===== config.mk =====
export PLATFORM = sky130hd
export DESIGN_NAME = bus_cs_decoder
export DESIGN_NICKNAME = d
export VERILOG_FILES = /design/src/rtl/cs_dec_pkg.sv /design/src/rtl/cs_win_match.sv /design/src/rtl/cs_iack_detect.sv /design/src/rtl/cs_out_gate.sv /design/src/rtl/bus_cs_decoder.sv
export SDC_FILE = /design/constraint.sdc
export NUM_CORES = 1
export LEC_CHECK = 0
export ABC_AREA = 1
export BUFFER_PORTS_ARGS = -buffer_cell sky130_fd_sc_hd__buf_2
export CORE_AREA = 2 2 39 41
export DETAILED_ROUTE_END_ITERATION = 16
export DIE_AREA = 0 0 41 43
export MAX_ROUTING_LAYER = met4
export PLACE_DENSITY = 0.33
export REMOVE_ABC_BUFFERS = 1
export SYNTH_ARGS = -nofsm -noshare
export SYNTH_HDL_FRONTEND = slang
export SYNTH_SLANG_ARGS = --single-unit
export TNS_END_PERCENT = 5

===== constraint.sdc =====
create_clock -name vclk -period 0.8
set_input_delay 0 -clock vclk [all_inputs]
set_output_delay 0 -clock vclk [all_outputs]
set_load 0.02 [all_outputs]

===== src/rtl/cs_dec_pkg.sv =====
package cs_dec_pkg;

   localparam int DEC_W = 6;
   localparam int FC_W  = 3;
   localparam int N_WIN = 6;

   typedef enum int {
      W_NVM  = 0,
      W_IOPG = 1,
      W_VRAM = 2,
      W_SLOW = 3,
      W_VBUF = 4,
      W_VDAT = 5
   } win_e;

   typedef struct packed {
      logic [DEC_W-1:0] val;
      logic [DEC_W-1:0] care;
   } win_t;

   // Fixed map: value and care mask per window (bit 5 = A23)
   function automatic win_t win_of(input int idx);
      win_t w;
      case (idx)
         W_NVM:   begin w.val = 6'b100100; w.care = 6'b111111; end
         W_IOPG:  begin w.val = 6'b100101; w.care = 6'b111111; end
         W_VRAM:  begin w.val = 6'b100000; w.care = 6'b111111; end
         W_SLOW:  begin w.val = 6'b100001; w.care = 6'b111111; end
         W_VBUF:  begin w.val = 6'b101000; w.care = 6'b111111; end
         default: begin w.val = 6'b100100; w.care = 6'b111100; end
      endcase
      return w;
   endfunction

endpackage


===== src/rtl/cs_win_match.sv =====
module cs_win_match #(
   parameter int               W      = 6,
   parameter logic [W-1:0]     VAL    = '0,
   parameter logic [W-1:0]     CARE   = '1,
   parameter int               IMPL   = 0
) (
   input  logic [W-1:0] addr,
   output logic         hit
);

   if (W < 1) begin : g_bad_w
      $error("cs_win_match: W must be at least 1");
   end
   if (IMPL != 0 && IMPL != 1) begin : g_bad_impl
      $error("cs_win_match: IMPL must be 0 or 1");
   end
   if ((VAL & ~CARE) != '0) begin : g_bad_val
      $error("cs_win_match: VAL has bits outside CARE");
   end

   if (IMPL == 0) begin : g_masked
      // Single masked compare
      assign hit = ((addr ^ VAL) & CARE) == '0;
   end else begin : g_terms
      // One literal per bit, ANDed as a product term
      logic [W-1:0] lit;
      for (genvar b = 0; b < W; b++) begin : g_bit
         if (!CARE[b]) begin : g_dc
            assign lit[b] = 1'b1;
         end else if (VAL[b]) begin : g_true
            assign lit[b] = addr[b];
         end else begin : g_comp
            assign lit[b] = ~addr[b];
         end
      end
      assign hit = &lit;
   end

endmodule


===== src/rtl/cs_iack_detect.sv =====
module cs_iack_detect #(
   parameter int              FC_W      = 3,
   parameter logic [FC_W-1:0] IACK_CODE = '1
) (
   input  logic [FC_W-1:0] fc,
   output logic            iack
);

   if (FC_W < 1) begin : g_bad_fc
      $error("cs_iack_detect: FC_W must be at least 1");
   end

   assign iack = (fc == IACK_CODE);

endmodule


===== src/rtl/cs_out_gate.sv =====
module cs_out_gate #(
   parameter int N = 7
) (
   input  logic         strobe_n,
   input  logic [N-1:0] hit,
   output logic [N-1:0] sel_n
);

   if (N < 1) begin : g_bad_n
      $error("cs_out_gate: N must be at least 1");
   end

   for (genvar i = 0; i < N; i++) begin : g_gate
      assign sel_n[i] = ~(hit[i] & ~strobe_n);
   end

   always_comb begin
      if (strobe_n) begin
         AST_STROBE_IDLE: assert (&sel_n);
      end
   end

endmodule


===== src/rtl/bus_cs_decoder.sv =====
module bus_cs_decoder
   import cs_dec_pkg::*;
#(
   parameter int                MATCH_IMPL = 0,
   parameter logic [FC_W-1:0]   IACK_CODE  = 3'b111
) (
   input  logic             strobe_n,
   input  logic [DEC_W-1:0] addr_hi,
   input  logic [FC_W-1:0]  fc,
   output logic             nvm_sel_n,
   output logic             iopg_sel_n,
   output logic             vram_sel_n,
   output logic             slowio_sel_n,
   output logic             vbuf_oe_n,
   output logic             vdat_sel_n,
   output logic             periph_sync_n
);

   localparam int N_OUT   = N_WIN + 1;
   localparam int O_SYNC  = N_WIN;

   if (DEC_W != 6) begin : g_bad_dec
      $error("bus_cs_decoder: map is defined for six decoded bits");
   end

   logic [N_WIN-1:0] win_hit;
   logic             iack;
   logic [N_OUT-1:0] any_hit;
   logic [N_OUT-1:0] out_n;

   for (genvar k = 0; k < N_WIN; k++) begin : g_win
      localparam win_t WK = win_of(k);
      cs_win_match #(
         .W    (DEC_W),
         .VAL  (WK.val),
         .CARE (WK.care),
         .IMPL (MATCH_IMPL)
      ) u_match (
         .addr (addr_hi),
         .hit  (win_hit[k])
      );
   end

   cs_iack_detect #(
      .FC_W      (FC_W),
      .IACK_CODE (IACK_CODE)
   ) u_iack (
      .fc   (fc),
      .iack (iack)
   );

   always_comb begin
      any_hit              = '0;
      any_hit[N_WIN-1:0]   = win_hit;
      any_hit[O_SYNC]      = iack | win_hit[W_SLOW];
   end

   cs_out_gate #(.N(N_OUT)) u_gate (
      .strobe_n (strobe_n),
      .hit      (any_hit),
      .sel_n    (out_n)
   );

   assign nvm_sel_n     = out_n[W_NVM];
   assign iopg_sel_n    = out_n[W_IOPG];
   assign vram_sel_n    = out_n[W_VRAM];
   assign slowio_sel_n  = out_n[W_SLOW];
   assign vbuf_oe_n     = out_n[W_VBUF];
   assign vdat_sel_n    = out_n[W_VDAT];
   assign periph_sync_n = out_n[O_SYNC];

   always_comb begin
      AST_PAGES_EXCL: assert ($countones({~nvm_sel_n, ~iopg_sel_n, ~vram_sel_n,
                                          ~slowio_sel_n, ~vbuf_oe_n}) <= 1);
      AST_VDAT_OVERLAP: assert (!(!nvm_sel_n || !iopg_sel_n) || !vdat_sel_n);
      AST_SLOW_SYNC: assert (slowio_sel_n || !periph_sync_n);
      AST_LOW_HALF_IDLE: assert (addr_hi[DEC_W-1] ||
                                 (&{nvm_sel_n, iopg_sel_n, vram_sel_n,
                                    slowio_sel_n, vbuf_oe_n, vdat_sel_n}));
   end

endmodule


==> flow_metrics.tcl <==
set metrics [dict create \
    die_w_microns 41 \
    ir_drop_mv 0.0641 \
    max_slew.worst_pin.slew_ns 0.209 \
    power.density_nw_per_um2 317 \
    rows 14 \
    max-slew-margin-rel 0.860 \
    required_ns 0.80 \
    viasPerCell 3.40 \
    cts_hold_buf 0 \
    critPathKind "in -> out" \
    portBuffers 17 \
    worstPathArrival_ns 0.64 \
    hold_viol 0 \
    clkbuf_count 0 \
    initial_core_util 0.0723 \
    place.gp.congestion 0.544 \
    area_growth_syn_to_layout_pct 105 \
    insertedDiodeCount 0 \
    critical_path.cell_chain "buf_2 > inv_1 > nand2_1 > nor2_2 > nand4_1 > buf_2" \
    critPathMaxStageDelay_ns 0.17 \
    rsz0062_at_grt "false" \
    drt-total-wl_microns 341 \
    status "finished, final reports clean" \
    grt_use_total 0.0328 \
    layout-drive-gt1-share 0.538 \
    grt_max_degree 6 \
    fillers 162 \
    worstSetupStartpointType "primary input" \
    clock.fmax_ghz 1.57 \
    yosysWarnings 0 \
    power_leakage_nw 0.0930 \
    slowest_stage "nor2_2" \
    cts_setup_buffers 0 \
    ant_nets 0 \
    finalSetupTns_ns 0 \
    critPathMaxFanout 5 \
    hpwlAfterDp_microns 334 \
    period_needed_ns 0.638 \
    vias 187 \
    drtIter0Drc 0 \
    wire_per_inst_microns 6.20 \
    drv_slew 0 \
    nNetsFinal 51 \
    drc 0 \
    finalSetupViolations 0 \
    hp-class "in -> out" \
    die_y_microns 43 \
    cp_common_cell "buf_2" \
    syn_avg_cell_area_sq_um 4.55 \
    seq_cells 0 \
    drt_first_pass_iters 1 \
    io_pins 17 \
    core_sq_um 1380 \
    synth_cell_types 6 \
    cts.repair.resized 0 \
    antenna_found_initial 0 \
    overflow 0 \
    final-seq-area_sq_um 0 \
    ys_seq_area_frac 0 \
    grt_pass1_wl_microns 427 \
    grt_pass1_vias 121 \
    netlist_area_sq_um 100 \
    fin_crit_sh 0.798 \
    total_power_mw 0.0650 \
    multi_input_area_sq_um 85.1 \
    end_kind "output pin" \
    max_cap_violations 0 \
    netlist_instances 22 \
    die_area_sq_um 1760 \
]
-- worst max-delay path: cells and delay by family --
kind          cells  cell delay, ns
buf+inv           3            0.31
simple gates      3            0.32
-- per-layer routing --
layer	part of all wire	GRT usage
met2	0.36	0.0500
met1	0.44	0.0506
met3	0.19	0
met5	0	-
met4	0	0
-- metrics by stage --
| stage | cell area [sq um] | hold slack [ns] | instances | setup WS [ns] | utilization |
|---|---|---|---|---|---|
| after detailed placement | 205 | 0.354 | 55 | 0.146 | 0.148 |
| after floorplan | 100 | 0.182 | 22 | 0.344 | - |
| after global routing | 205 | 0.362 | 55 | 0.0581 | 0.148 |
| after CTS | 205 | 0.354 | 55 | 0.145 | 0.148 |
| after global placement | 205 | 0.350 | 55 | 0.149 | 0.148 |
| final | 205 | 0.352 | 55 | 0.162 | 0.148 |
-- cell type report --
class              count  share of cell area
multi-input cells     18               0.415
well taps             16              0.0976
inverters              4              0.0732
repair buffers        17               0.415
-- power breakdown --
part	internal [mW]	switching, mW	total (mW)	leakage [nW]
sequential	0	0	0	0
clock	0	0	0	0
combinational	0.0290	0.0360	0.0650	0.0930
-- final timing paths --
check	start	end	slack [ns]	cells after the start
worst min-delay path	addr_hi[3]	vbuf_oe_n	0.35	3
worst max-delay path	addr_hi[4]	vbuf_oe_n	0.16	6
-- cell families after synthesis --
group / synth area share
buf+inv: 0.150
simple gates: 0.850
-- cell usage in the layout (no fill, tap or decap) --
| cell type | synthesis | layout |
|---|---|---|
| inv_1 | 4 | 4 |
| nor2_1 | 5 | 5 |
| buf_2 | 0 | 17 |
| nand4_1 | 1 | 1 |
| nand2_1 | 4 | 4 |
| nor2_2 | 4 | 4 |
| nand3_1 | 4 | 4 |
-- Yosys cell counts, drive strengths merged --
cell | instances | share of area
inv | 4 | 0.15
nand2 | 4 | 0.15
nand3 | 4 | 0.20
nand4 | 1 | 0.063
nor2 | 9 | 0.44
Note: power is estimated with default switching activity, not from simulation.
